File: config.mk
export PLATFORM = sky130hd
export DESIGN_NAME = ivt_timer
export DESIGN_NICKNAME = d
export VERILOG_FILES = /design/src/rtl/ivt_pkg.sv /design/src/rtl/ivt_prescale.sv /design/src/rtl/ivt_core.sv /design/src/rtl/ivt_regs.sv /design/src/rtl/ivt_timer.sv
export SDC_FILE = /design/constraint.sdc
export NUM_CORES = 1
export LEC_CHECK = 0
export ABC_AREA = 0
export BUFFER_PORTS_ARGS = -buffer_cell sky130_fd_sc_hd__buf_2
export CAP_MARGIN = 15
export CORE_UTILIZATION = 52
export DETAILED_ROUTE_END_ITERATION = 10
export PLACE_DENSITY = 0.84
export SLEW_MARGIN = 30
export SYNTH_ARGS = -nofsm -noshare
export SYNTH_HDL_FRONTEND = slang
export SYNTH_SLANG_ARGS = --single-unit
File: constraint.sdc
create_clock -name clk -period 2 [get_ports clk]
set_input_delay 0.3 -clock clk [delete_from_list [all_inputs] [get_ports clk]]
set_output_delay 0.3 -clock clk [all_outputs]
set_load 0.02 [all_outputs]
File: src/rtl/ivt_pkg.sv
package ivt_pkg;
    typedef enum logic [1:0] {
        ST_IDLE  = 2'd0,
        ST_RUN   = 2'd1,
        ST_DRAIN = 2'd2
    } ivt_state_t;

    // register window offsets (bytes)
    localparam int OFS_MODE  = 0;
    localparam int OFS_FLAG  = 4;
    localparam int OFS_VALUE = 8;
    localparam int OFS_IMAGE = 12;

    // control bit positions in the mode word
    localparam int MODE_EN_BIT  = 24;
    localparam int MODE_IEN_BIT = 25;
endpackage

File: src/rtl/ivt_prescale.sv
module ivt_prescale #(
    parameter int PRE_W = 4
) (
    input  logic clk,
    input  logic rst_n,
    output logic tick
);
    logic [PRE_W-1:0] pre_q;

    always_ff @(posedge clk or negedge rst_n) begin
        if (!rst_n) pre_q <= '0;
        else        pre_q <= pre_q + 1'b1;
    end

    assign tick = &pre_q;

    // ticks are isolated single-cycle pulses
    assert_tick_spacing_R3: assert property (@(posedge clk) disable iff (!rst_n)
        tick |=> !tick);
endmodule

File: src/rtl/ivt_core.sv
module ivt_core
    import ivt_pkg::*;
#(
    parameter int CNT_W   = 20,
    parameter int TALLY_W = 12
) (
    input  logic               clk,
    input  logic               rst_n,
    input  logic               tick,
    input  logic               run_req,
    input  logic [CNT_W-1:0]   ival,
    input  logic               ack,
    output logic [CNT_W-1:0]   count,
    output logic [TALLY_W-1:0] tally,
    output logic               flag
);
    localparam logic [TALLY_W-1:0] TALLY_MAX = '1;
    localparam logic [TALLY_W-1:0] TALLY_ONE = TALLY_W'(1);

    ivt_state_t       state, state_nx;
    logic [CNT_W-1:0] limit, limit_nx, count_nx;
    logic             wrap;

    // state register
    always_ff @(posedge clk or negedge rst_n) begin
        if (!rst_n) state <= ST_IDLE;
        else        state <= state_nx;
    end

    // next state and counter steering
    always_comb begin
        state_nx = state;
        count_nx = count;
        limit_nx = limit;
        wrap     = 1'b0;
        unique case (state)
            ST_IDLE: begin
                if (tick && run_req) begin
                    state_nx = ST_RUN;
                    limit_nx = ival;
                end
            end
            ST_RUN, ST_DRAIN: begin
                if (tick) begin
                    if (count == limit) begin
                        wrap     = 1'b1;
                        count_nx = '0;
                        limit_nx = ival;
                        state_nx = run_req ? ST_RUN : ST_IDLE;
                    end else begin
                        count_nx = count + 1'b1;
                        state_nx = run_req ? ST_RUN : ST_DRAIN;
                    end
                end
            end
            default: state_nx = ST_IDLE;
        endcase
    end

    // datapath and event outputs
    always_ff @(posedge clk or negedge rst_n) begin
        if (!rst_n) begin
            count <= '0;
            limit <= '0;
            flag  <= 1'b0;
            tally <= '0;
        end else begin
            count <= count_nx;
            limit <= limit_nx;
            if (wrap) begin
                flag  <= 1'b1;
                tally <= ack ? TALLY_ONE
                       : (tally == TALLY_MAX) ? TALLY_MAX : tally + 1'b1;
            end else if (ack) begin
                flag  <= 1'b0;
                tally <= '0;
            end
        end
    end

    assert_idle_zero_R9: assert property (@(posedge clk) disable iff (!rst_n)
        (state == ST_IDLE) |-> (count == '0));
    assert_count_bound_R10: assert property (@(posedge clk) disable iff (!rst_n)
        count <= limit);
    assert_tally_hold_R8: assert property (@(posedge clk) disable iff (!rst_n)
        (tally == TALLY_MAX && !ack) |=> (tally == TALLY_MAX));
    assert_ack_clear_R5: assert property (@(posedge clk) disable iff (!rst_n)
        (ack && !wrap) |=> (!flag && tally == '0));
    assert_ack_on_wrap_R11: assert property (@(posedge clk) disable iff (!rst_n)
        (ack && wrap) |=> (flag && tally == TALLY_ONE && count == '0));
endmodule

File: src/rtl/ivt_regs.sv
module ivt_regs
    import ivt_pkg::*;
#(
    parameter int ADDR_W  = 4,
    parameter int DATA_W  = 32,
    parameter int CNT_W   = 20,
    parameter int TALLY_W = 12
) (
    input  logic               clk,
    input  logic               rst_n,
    input  logic               bus_sel,
    input  logic               bus_wr,
    input  logic [ADDR_W-1:0]  bus_addr,
    input  logic [DATA_W-1:0]  bus_wdata,
    output logic [DATA_W-1:0]  bus_rdata,
    input  logic [CNT_W-1:0]   count,
    input  logic [TALLY_W-1:0] tally,
    input  logic               flag,
    output logic [CNT_W-1:0]   ival,
    output logic               run_req,
    output logic               irq_en,
    output logic               ack
);
    logic wr_mode, rd_any;
    logic unused_wbits;

    assign wr_mode = bus_sel && bus_wr && (bus_addr == ADDR_W'(OFS_MODE));
    assign rd_any  = bus_sel && !bus_wr;
    assign ack     = rd_any && (bus_addr == ADDR_W'(OFS_VALUE));
    assign unused_wbits = ^{bus_wdata[DATA_W-1:MODE_IEN_BIT+1],
                            bus_wdata[MODE_EN_BIT-1:CNT_W]};

    always_ff @(posedge clk or negedge rst_n) begin
        if (!rst_n) begin
            ival    <= '0;
            run_req <= 1'b0;
            irq_en  <= 1'b0;
        end else if (wr_mode) begin
            ival    <= bus_wdata[CNT_W-1:0];
            run_req <= bus_wdata[MODE_EN_BIT];
            irq_en  <= bus_wdata[MODE_IEN_BIT];
        end
    end

    always_comb begin
        bus_rdata = '0;
        if (rd_any) begin
            if (bus_addr == ADDR_W'(OFS_MODE)) begin
                bus_rdata[CNT_W-1:0]    = ival;
                bus_rdata[MODE_EN_BIT]  = run_req;
                bus_rdata[MODE_IEN_BIT] = irq_en;
            end else if (bus_addr == ADDR_W'(OFS_FLAG)) begin
                bus_rdata[0] = flag;
            end else if (bus_addr == ADDR_W'(OFS_VALUE) ||
                         bus_addr == ADDR_W'(OFS_IMAGE)) begin
                bus_rdata = DATA_W'({tally, count});
            end
        end
    end

    assert_mode_write_R2: assert property (@(posedge clk) disable iff (!rst_n)
        wr_mode |=> (ival == $past(bus_wdata[CNT_W-1:0]) &&
                     run_req == $past(bus_wdata[MODE_EN_BIT]) &&
                     irq_en == $past(bus_wdata[MODE_IEN_BIT])));
endmodule

File: src/rtl/ivt_timer.sv
module ivt_timer #(
    parameter int ADDR_W  = 4,
    parameter int DATA_W  = 32,
    parameter int CNT_W   = 20,
    parameter int TALLY_W = 12,
    parameter int PRE_W   = 4
) (
    input  logic              clk,
    input  logic              rst_n,
    input  logic              bus_sel,
    input  logic              bus_wr,
    input  logic [ADDR_W-1:0] bus_addr,
    input  logic [DATA_W-1:0] bus_wdata,
    output logic [DATA_W-1:0] bus_rdata,
    output logic              irq
);
    logic               tick, run_req, irq_en, ack, flag;
    logic [CNT_W-1:0]   ival, count;
    logic [TALLY_W-1:0] tally;

    ivt_prescale #(.PRE_W(PRE_W)) u_pre (
        .clk(clk), .rst_n(rst_n), .tick(tick)
    );

    ivt_core #(.CNT_W(CNT_W), .TALLY_W(TALLY_W)) u_core (
        .clk(clk), .rst_n(rst_n), .tick(tick), .run_req(run_req),
        .ival(ival), .ack(ack), .count(count), .tally(tally), .flag(flag)
    );

    ivt_regs #(.ADDR_W(ADDR_W), .DATA_W(DATA_W), .CNT_W(CNT_W),
               .TALLY_W(TALLY_W)) u_regs (
        .clk(clk), .rst_n(rst_n), .bus_sel(bus_sel), .bus_wr(bus_wr),
        .bus_addr(bus_addr), .bus_wdata(bus_wdata), .bus_rdata(bus_rdata),
        .count(count), .tally(tally), .flag(flag), .ival(ival),
        .run_req(run_req), .irq_en(irq_en), .ack(ack)
    );

    assign irq = flag & irq_en;
endmodule

Yosys cells after proc, flatten, opt, wreduce, memory -nomap -nowiden
Index checks and enable logic that the tools add are counted.
{"block": "word_totals", "mem_bits_ro": 0, "latch_bits": 0, "memories": 0, "ramBits": 0, "output_inout_bits": 33, "ff_bits": 81, "in_bits": 40}
{"block": "op_classes", "eq_ne": 10, "muxes": 28, "multipliers": 0, "n_bitwise": 1, "div": 0, "n_lt_le_gt_ge": 0, "addsub": 3, "n_reduce_logical": 16, "shifts": 0}
{"op": "$mux W20", "n": 5}
{"op": "$mux W32", "n": 2}
{"op": "$mux W12", "n": 4}
{"op": "$pmux W20 S2", "n": 1}
{"op": "$mux W31", "n": 1}
{"op": "$add A20 B1 Y20 const B", "n": 1}
{"op": "$eq A20 B20 Y1", "n": 1}
{"op": "$add A12 B1 Y12 const B", "n": 1}
{"op": "$eq A12 B12 Y1 const B", "n": 1}
{"op": "$mux W2", "n": 5}
{"op": "$eq A4 B4 Y1 const B", "n": 2}
{"op": "$reduce_and A4 Y1", "n": 2}
{"op": "$mux W1", "n": 7}
{"op": "$mux W6", "n": 1}
{"op": "$ne A2 B1 Y1 const B", "n": 3}
{"op": "$logic_and A1 B1 Y1", "n": 5}
{"op": "$reduce_and A5 Y1", "n": 1}
{"op": "$add A4 B1 Y4 const B", "n": 1}
{"op": "$eq A4 B3 Y1 const B", "n": 1}
{"op": "$logic_not A4 Y1", "n": 1}
{"op": "$mux W4", "n": 1}
{"op": "$pmux W2 S2", "n": 1}
{"op": "$reduce_bool A2 Y1", "n": 2}
{"op": "$eq A2 B1 Y1 const B", "n": 1}
{"op": "7 further kinds", "n": 7}

Logic depth before layout (Yosys ltp)
Gate-level depths: netlist of the first run.
{"block": "logic_depth", "word_depth": 6, "mapped_depth": 8, "depth_no_buf": 7}

Hierarchy
From an unflattened synthesis of the first run, not the netlist that was laid out.
{"block": "unflattened", "cells_unflattened": 524, "hier_area_um2": 5047.3}
{"mod": "ivt_core", "n_inst": 1, "cells_per_inst": 396, "area_per_inst_um2": 3656.0, "seq_area_each_um2": 1376.3}
{"mod": "ivt_regs", "n_inst": 1, "cells_per_inst": 117, "area_per_inst_um2": 1238.7, "seq_area_each_um2": 550.5}
{"mod": "ivt_prescale", "n_inst": 1, "cells_per_inst": 10, "area_per_inst_um2": 146.4, "seq_area_each_um2": 100.1}
{"mod": "ivt_timer", "n_inst": 1, "cells_per_inst": 1, "area_per_inst_um2": 6.3, "seq_area_each_um2": 0.0}

Worst setup path before layout of the first run
OpenSTA, ideal clock, no wires.
{"block": "synth_path", "path_type": "register to register", "from": "register u_core.count[7]", "to": "register u_core.count[12]", "period_less_slack_ns": 2.000, "path_stages_with_launch": 8, "path_buffers": 2, "arrival_time_ns": 1.881, "setup_slack_ns": 0.000, "required_time_ns": 1.881, "setup_ns": 0.119, "cell_sequence": "dfrtp_1 > xor2_1 > nor4_1 > nand3_1 > buf_2 > nor3_4 > buf_4 > nor2_1"}
{"block": "synth_between", "elab_chain_len": 2}
{"item": "from (decl)", "line_no": "ivt_core.sv:13", "source": "output logic [CNT_W-1:0] count,"}
{"item": "from (signal assigned)", "line_no": "ivt_core.sv:68", "source": "count <= count_nx;"}
{"item": "$add A20 B1 Y20 or $eq A20 B20 Y1 (tied branches)", "line_no": "ivt_core.sv:51, ivt_core.sv:45"}
{"item": "$mux W20 *", "line_no": "ivt_core.sv:45", "source": "if (count == limit) begin"}
Mark *: on every way between the ends. The rest lies on a longest branch, timed or not.
A chain may end at the register's enable or synchronous reset.

Worst setup path after layout of the first run
{"block": "layout_path", "from": "register u_core.limit[14]", "to": "register u_core.limit[16]"}
{"block": "layout_between", "elab_chain_len": 3}
{"item": "from (decl)", "line_no": "ivt_core.sv:21", "source": "logic [CNT_W-1:0] limit, limit_nx, count_nx;"}
{"item": "from (signal assigned)", "line_no": "ivt_core.sv:69", "source": "limit <= limit_nx;"}
{"item": "$eq A20 B20 Y1", "line_no": "ivt_core.sv:45"}
{"item": "$ne A2 B1 Y1 (no source line)"}
{"item": "$reduce_and A4 Y1 (no source line)"}
Every way passes these cells.

==> flow_summary.toml, run 1 <==
[route]
wl_met3_um = 1600
viasPerCell = 6.89
wl_per_cell_um = 21.1
wl_um = 15300
top_layer_used = "met4"
drtIter0Drc = 866
via_count = 4997
wl_met2_um = 7290
wl_met1_um = 5940
drt_pass1_iterations = 8
ant_nets = 0
drcViolationCount = 0

[place]
dp_hpwl_um = 9640
io_buffers = 62
place_inst = 691
place_congestion = 0.900
post_dp_cell_area_mm2 = 0.00564

[yosys]
avgSynthCellArea_um2 = 9.45
synth-seq-cells = 81
yosysMostFrequentCell = "dfrtp_1"
yosysTopAreaCell = "dfrtp_1"
yosysSeqAreaShare_pct = 41.9
yosys.area.top_type_share_pct = 41.9
synth_ff_type = "dfrtp_1"
syn-num-nets = 557
yosysWarnings = 0
synth.top_cells.by_count = "81 x dfrtp_1, 37 x nand2_1, 34 x and3_1, 34 x clkbuf_1, 30 x xor2_1"
netlist_area_mm2 = 0.00484
synthDistinctLibCells = 46
synth_edf_count = 0
syn_inst = 512
yosys-top-cells-area = "dfrtp_1 42%, xor2_1 5.4%, mux2_2 5.1%, a41oi_1 4.9%, and3_1 4.4%"
synthArstFlopShare_pct = 100

[layout]
multi_input_area_mm2 = 0.00272
regArea_mm2 = 0.00203
final_layout_size_suffix_gt1_share_pct = 31.8
final_cells = 725
num-nets-final = 657
syn2layout_area_growth_pct = 26.2
final_area_mm2 = 0.00610
fillers = 640
antennaDiodeCount = 0

[timing]
fin_crit_ps = 2020
period_share_pct = 101
max_clock_freq_mhz = 494
tightest_slew_ps = 558
setup_ws_ps = -23.2
skew_ps = 16.2
rsz0062_at_grt = "true"
relSlewSlack_pct = 62.7
setup_viol = 1
hold_violations = 0
report.final.slew_viol_count = 0
finalSetupTns_ps = -23.2

[cts]
path_clk_slew_ps = 100
htree_levels = 3
cts-root-buf = "clkbuf_8"
clk_path_buf_depth = 2
tritoncts = "yes"
cts_made_buffers = 9
worstSkewPairLatency_ps = 370
cts.sinks = 81

[run_status]
status = "finished, violations left"
violations = "negative setup slack"

[critical_path]
required_ps = 2230
critPathMaxFanout = 20
worstSetupEndpointType = "register"
reg2reg_depth = 7
arrival_ps = 2260
critPathKind = "reg2reg"
critPathLaunchType = "register"

[die]
pin_count = 73
fp.dieH_um = 98.4
initial_utilization_pct = 54.7
rows = 34
fp.dieArea_mm2 = 0.00969
core-area_mm2 = 0.00885
die_w_um = 98.4

[global_route]
overflow = 0
grt_pass1_wl_um = 24000
grt_max_degree = 41
track_usage_pct = 31.6
first_global_vias = 4732
antenna_found_initial = 0

[hold_path]
hold_class = "in2reg"
hold_depth = 2

[power_and_ir_drop]
leakage_nw = 2.92
p_per_area_mw_per_mm2 = 1080
peakVddDrop_v = 0.000718

[flow_run]
drv_cap = 0
[final timing paths]
kind / from / to / slack [ps]
setup / recovery: u_core.limit[14] / u_core.limit[16] / -20
hold / removal: bus_wdata[9] / u_regs.ival[9] / 160
setup reg to reg: u_core.limit[14] / u_core.limit[16] / -20
hold reg to reg: u_pre.pre_q[0] / u_pre.pre_q[0] / 470
max in group asynchronous: rst_n / u_core.count[1] / 980
min in group asynchronous: rst_n / u_core.state[0] / 420
[flip-flops by register name, summed over array words and instances (netlist names)]
register and count:
u_core.limit 20, u_regs.irq_en 1, u_regs.ival 20, u_core.flag 1
u_core.count 20, u_core.state 2, u_pre.pre_q 4, u_core.tally 12
u_regs.run_req 1
[logic make-up after synthesis]
kind of cell / count (synthesis) / share of synthesized area (%)
compound gates: 139 / 20.7
xor+xnor: 38 / 6.88
fa+ha+maj: 5 / 1.29
buf+inv: 52 / 4.42
flops: 81 / 41.9
mux: 23 / 5.33
simple gates: 174 / 19.4
[through the flow]
stage	total power [mW]	util, %	setup slack [ps]	hold WS, ps
floorplan	3.76	-	0.377	4.41
global placement	4.60	63.7	0.412	294
detailed placement	4.73	63.7	-49.2	303
CTS	6.04	66.6	7.71	155
global route	6.86	69.0	-107	143
finish	6.60	69.0	-23.2	157
[repair_timing]
item / 4_1_cts / 5_1_grt
hold endpoints to repair: 33 / 0
buffers inserted: 5 / 12
endpoints found under the setup margin: 30 / 43
hold buffers: 1 / 0
pin swaps: 4 / 12
resized for setup: 4 / 27
[power by group]
part           internal, mW  switching [mW]  total, mW  leakage, nW
Sequential             1.98           0.412       2.39         1.06
Combinational          1.26            1.77       3.03         1.76
Clock                 0.475           0.710       1.19       0.0923
Total                  3.71            2.89       6.60         2.92
[per-layer routing]
layer	GRT usage, %	up-vias
met5	0	-
met1	42.4	2422
met3	6.81	60
met2	48.6	369
met4	16.4	0
li1	-	2146
[cells in the final DEF (no fill, tap or decap), drive strengths merged, types with 13 or more instances in the layout]
cell type  synthesis  routed
a41oi             27      27
a22o              21      21
nor2              28      28
buf               13     135
dfrtp             81      81
a31oi             23      23
nand2             37      37
nand4             13      13
mux2              22      22
nand3             14      14
nor3              15      15
xor2              30      30
a21oi             23      23
o211ai            21      21
and3              34      34
[worst max-delay path, stage by stage (launching register included)]
cell and delay [ps]:
dfrtp_1 420, xor2_1 180, nor4_2 360, buf_4 180
buf_6 210, a31oi_1 130, a41oi_1 240, o211ai_1 160
[final cells by class]
| cell class | instances | share of cell area, % |
|---|---|---|
| Tap cell | 108 | 2.21 |
| Sequential cell | 81 | 33.2 |
| Timing Repair Buffer | 136 | 16.6 |
| Inverter | 5 | 0.308 |
| Clock buffer | 9 | 2.03 |
| Clock inverter | 7 | 1.03 |
| Multi-Input combinational cell | 379 | 44.6 |
Note: power is estimated with default switching activity, not from simulation.
==> inputs of run 2 (changes only) <==
--- a/config.mk
+++ b/config.mk
@@ -6,11 +6,11 @@
 export NUM_CORES = 1
 export LEC_CHECK = 0
 export ABC_AREA = 0
-export BUFFER_PORTS_ARGS = -buffer_cell sky130_fd_sc_hd__buf_2
 export CAP_MARGIN = 15
-export CORE_UTILIZATION = 52
+export CORE_UTILIZATION = 58
 export DETAILED_ROUTE_END_ITERATION = 10
-export PLACE_DENSITY = 0.84
+export DONT_BUFFER_PORTS = 1
+export PLACE_DENSITY = 0.83
 export SLEW_MARGIN = 30
 export SYNTH_ARGS = -nofsm -noshare
 export SYNTH_HDL_FRONTEND = slang
==> flow_summary.toml, run 2 (synthesized netlist as in run 1, its figures left out) <==
[run_status]
status = "finished, violations left"
violations = "negative hold slack"

[layout]
reg.largest.list = "u_core.count (20), u_core.limit (20), u_regs.ival (20)"
mostFrequentLayoutCells = "80 x dfrtp_1, 60 x buf_4, 37 x nand2_1, 32 x and3_1, 30 x xor2_1"
fillers = 514
final_layout_size_suffix_gt1_share_pct = 23.5
num-nets-final = 588
syn2layout_area_growth_pct = 18.4
antennaDiodeCount = 0
mostFrequentLayoutCell = "dfrtp_1"
multi_input_area_mm2 = 0.00275
regArea_mm2 = 0.00203

[die]
fp.dieArea_mm2 = 0.00871
fp.dieH_um = 93.3
initial_utilization_pct = 61.3
die_w_um = 93.3
core-area_mm2 = 0.00789
rows = 32
pin_count = 73

[timing]
rsz0062_at_grt = "true"
tightest_slew_ps = 524
period_share_pct = 99.2
report.final.slew_viol_count = 0
setup_ws_ps = 15.9
max_clock_freq_mhz = 504
fin_crit_ps = 1980
hold_violations = 81
setup_viol = 0
finalSetupTns_ps = 0
skew_ps = 9.02
relSlewSlack_pct = 65.1
whs_ps = -384

[cts]
cts-root-buf = "clkbuf_8"
cts_made_buffers = 9
path_clk_slew_ps = 90
cts.sinks = 81
worstSkewPairLatency_ps = 370
clk_path_buf_depth = 2
tritoncts = "yes"
htree_levels = 3

[global_route]
track_usage_pct = 33.0
grt_max_degree = 82
first_global_vias = 4411
antenna_found_initial = 0
overflow = 0
grt_pass1_wl_um = 22100

[critical_path]
critPathMaxFanout = 8
path_cells = "inv_2, ha_4, nand4_1, buf_6, nor4_4, buf_4, nand4_1, xor2_1, nor2_1"
arrival_ps = 2240
required_ps = 2250
critPathKind = "reg2reg"
rrSetupSlack_ps = 20
critPathLaunchType = "register"
critPathMostFrequentCell = "nand4_1"
slowest_stage = "dfrtp_1"
worstSetupEndpointType = "register"
cpPeakStageDelay_ps = 400

[hold_path]
hold_class = "in2async"

[route]
ant_nets = 0
via_count = 4647
viasPerCell = 7.15
wl_per_cell_um = 22.0
wl_um = 14300
drt_pass1_iterations = 5
drtIter0Drc = 535
drcViolationCount = 0

[place]
dp_hpwl_um = 9000
place_congestion = 0.913
dp_slack_ps = -93.5
io_buffers = 0

[power_and_ir_drop]
p_per_area_mw_per_mm2 = 1130
fin_total_pwr_mw = 6.48
peakVddDrop_v = 0.000769
leakage_nw = 2.60

[flow_run]
drv_cap = 0
[run 2: area by class of cell]
class,instances,share of cell area [%]
well taps,102,2.23
clock buffers,10,2.40
repair buffers,67,10.0
inverters,5,0.328
clock inverters,6,1.57
multi-input cells,379,48.1
flip-flops and latches,81,35.4
[run 2: layer usage]
metal | up-vias | track usage (%) | part of all wire (%)
met5 | - | 0 | 0
met4 | 0 | 10.6 | 2.8
met3 | 57 | 7.80 | 10
met2 | 336 | 53.3 | 48
met1 | 2249 | 44.0 | 39
li1 | 2005 | - | -
[run 2: per-stage QoR]
| step | instance area (um^2) | instances | util [%] |
|---|---|---|---|
| 2_1_floorplan | 4840 | 512 | - |
| 3_3_place_gp | 5250 | 620 | 66.5 |
| 3_5_place_dp | 5250 | 620 | 66.5 |
| 4_1_cts | 5550 | 642 | 70.4 |
| 5_1_grt | 5730 | 650 | 72.6 |
| 6_report | 5730 | 650 | 72.6 |
[run 2: repair_timing]
item	in CTS	in global routing
buffers inserted	6	9
setup endpoints to repair	27	46
gates resized for setup	4	24
pin swaps	2	19
hold endpoints to repair	81	81
[run 2: final timing paths]
path                       cells after the start                to             from
max                                            9  u_core.count[11]  u_core.state[1]
min                                            0   u_core.tally[3]            rst_n
max reg2reg                                    9  u_core.count[11]  u_core.state[1]
min reg2reg                                    1    u_pre.pre_q[0]   u_pre.pre_q[0]
max in group asynchronous                      0  u_core.count[11]            rst_n
min in group clk                               1   u_regs.ival[10]    bus_wdata[10]
[run 2: worst max-delay path, delay by kind of cell (launching register included)]
kind | cells | cell delay [ps]
xor gates and xnor gates | 1 | 260
adders and majority gates | 1 | 270
buffers and inverters | 3 | 430
DFF | 1 | 400
and+or+nand+nor | 4 | 490
[run 2: report_power, final]
part           switching [mW]  leakage, nW  internal (mW)  total, mW
Sequential              0.420         1.06           1.98       2.40
Clock                   0.660        0.113          0.742       1.40
Combinational            1.60         1.43           1.07       2.68
Total                    2.68         2.60           3.79       6.48
==> inputs of run 3 (changes only) <==
--- a/config.mk
+++ b/config.mk
@@ -8,10 +8,12 @@
 export ABC_AREA = 0
 export CAP_MARGIN = 15
 export CORE_UTILIZATION = 58
+export CTS_CLUSTER_SIZE = 20
 export DETAILED_ROUTE_END_ITERATION = 10
 export DONT_BUFFER_PORTS = 1
 export PLACE_DENSITY = 0.83
 export SLEW_MARGIN = 30
 export SYNTH_ARGS = -nofsm -noshare
 export SYNTH_HDL_FRONTEND = slang
+export SYNTH_HIERARCHICAL = 1
 export SYNTH_SLANG_ARGS = --single-unit
==> flow_summary.toml, run 3 <==
[die]
die_w_um = 95.3
rows = 33
fp.dieH_um = 95.3
pin_count = 73
fp.dieArea_mm2 = 0.00908
core-area_mm2 = 0.00830
initial_utilization_pct = 60.8

[cts]
clk_path_buf_depth = 2
cts_made_buffers = 9
path_clk_slew_ps = 80
cts.sinks = 81
worstSkewPairLatency_ps = 360
tritoncts = "yes"
cts-root-buf = "clkbuf_8"
htree_levels = 3

[yosys]
yosys-top-cells-area = "dfrtp_1 40%, a31oi_1 5.2%, and2_1 4.6%, xor2_1 4.5%, mux2_1 4.5%"
syn-num-nets = 569
avgSynthCellArea_um2 = 9.63
synthDistinctLibCells = 50
netlist_area_mm2 = 0.00505
yosysMostFrequentCell = "dfrtp_1"
synth.top_cells.by_count = "81 x dfrtp_1, 48 x nor2_1, 42 x a31oi_1, 37 x and2_1, 34 x nand2_1"
yosysSeqAreaShare_pct = 40.2
synthArstFlopShare_pct = 100
synth-seq-cells = 81
yosysTopAreaCell = "dfrtp_1"
synth_edf_count = 0
yosysWarnings = 6
yosys.area.top_type_share_pct = 40.2
syn_inst = 524
synth_ff_type = "dfrtp_1"

[place]
post_dp_cell_area_mm2 = 0.00563
dp_hpwl_um = 9390
dp_slack_ps = -6.91
place_inst = 658
io_buffers = 0
place_congestion = 0.924

[global_route]
track_usage_pct = 33.1
grt_max_degree = 82
antenna_found_initial = 0
grt_pass1_wl_um = 22600
first_global_vias = 4689
overflow = 0

[route]
ant_nets = 0
top_layer_used = "met4"
viasPerCell = 6.95
drcViolationCount = 0
wl_per_cell_um = 22.6
wl_met2_um = 7480
wl_um = 15400
wl_met1_um = 5670
wl_met3_um = 1670
drtIter0Drc = 486
via_count = 4743
drt_pass1_iterations = 5

[timing]
setup_ws_ps = -143
tightest_slew_ps = 450
hold_violations = 81
rsz0062_at_grt = "true"
skew_ps = 10.9
whs_ps = -382
fin_crit_ps = 2140
finalSetupTns_ps = -1420
max_clock_freq_mhz = 467
setup_viol = 30
period_share_pct = 107
relSlewSlack_pct = 70.0
report.final.slew_viol_count = 0

[critical_path]
required_ps = 2260
critPathKind = "reg2reg"
worstSetupEndpointType = "register"
critPathMaxFanout = 35
rrSetupSlack_ps = -140
arrival_ps = 2400
critPathLaunchType = "register"

[power_and_ir_drop]
p_per_area_mw_per_mm2 = 901
fin_total_pwr_mw = 5.49
peakVddDrop_v = 0.000594
leakage_nw = 2.52

[layout]
fin_util_pct = 73.4
final_area_mm2 = 0.00609
mostFrequentLayoutCells = "81 x dfrtp_1, 73 x buf_4, 47 x nor2_1, 41 x a31oi_1, 37 x and2_1"
antennaDiodeCount = 0
reg.largest.list = "u_core/count (20), u_core/limit (20), u_regs/ival (20)"
mostFrequentLayoutCell = "dfrtp_1"
final_layout_size_suffix_gt1_share_pct = 24.4
final_cells = 682
num-nets-final = 618
syn2layout_area_growth_pct = 20.7

[flow_run]
drv_cap = 0

[hold_path]
hold_class = "in2async"

[run_status]
violations = "negative hold slack, negative setup slack"
status = "finished, violations left"
run 3: cell count changes after synthesis, moves of 20 or more:
| cell | delta |
|---|---|
| a22o_1 | -21 |
| and3_1 | -22 |
| a21oi_1 | -20 |
| and2_1 | +34 |
| a22oi_1 | +21 |
| mux2_1 | +20 |
| nor2_1 | +20 |
run 3: timing repair:
item / 4_1_cts / 5_1_grt
hold endpoints to repair: 81 / 81
setup buffers: 4 / 6
gates cloned: 0 / 1
pin swaps: 4 / 40
endpoints found under the setup margin: 21 / 53
gates resized for setup: 2 / 27
run 3: metal layers:
metal / track usage [%] / vias up
li1: - / 2038
met1: 39.6 / 2288
met2: 55.7 / 342
met3: 7.50 / 75
met4: 17.2 / 0
met5: 0 / -
run 3: cell families (layout without fill, tap and decap cells):
family | count (synthesis) | count (layout) | synth area share [%]
buffers and inverters | 55 | 108 | 5.23
adder cells (fa/ha/maj) | 5 | 5 | 1.24
multiplexers | 25 | 25 | 5.55
flip-flops | 81 | 81 | 40.2
XOR/XNOR | 40 | 40 | 7.09
AO/OA/AOI/OAI | 132 | 132 | 20.3
AND/OR/NAND/NOR | 186 | 186 | 20.4
run 3: power by group:
part | internal, mW | leakage [nW] | switching (mW)
sequential | 1.92 | 0.995 | 0.335
clock | 0.730 | 0.106 | 0.596
combinational | 0.847 | 1.42 | 1.06
total | 3.50 | 2.52 | 1.99
run 3: worst paths after layout:
path	from	endpoint	cells past startpoint
setup / recovery	u_core/limit[8]	u_core/tally[4]	7
hold / removal	rst_n	u_core/tally[8]	0
setup reg to reg	u_core/limit[8]	u_core/tally[4]	7
hold reg to reg	u_pre/pre_q[0]	u_pre/pre_q[0]	1
max in group asynchronous	rst_n	u_core/limit[11]	0
min in group clk	bus_wdata[7]	u_regs/ival[7]	1
run 3: area by class of cell:
class / instances / area, um^2
multi-input combinational: 388 / 2920
fill: 556 / 2210
sequential: 81 / 2030
timing repair buffer: 86 / 782
clock buffer: 12 / 145
tap: 105 / 131
clock inverter: 3 / 65.1
inverter: 7 / 26.3
run 3: critical path: stages, from the launching register on:
cell and delay [ps]:
dfrtp_1 430, xnor2_1 360, nand4_1 230, buf_4 200
nor2_4 140, buf_12 220, a41oi_1 170, a311oi_1 280
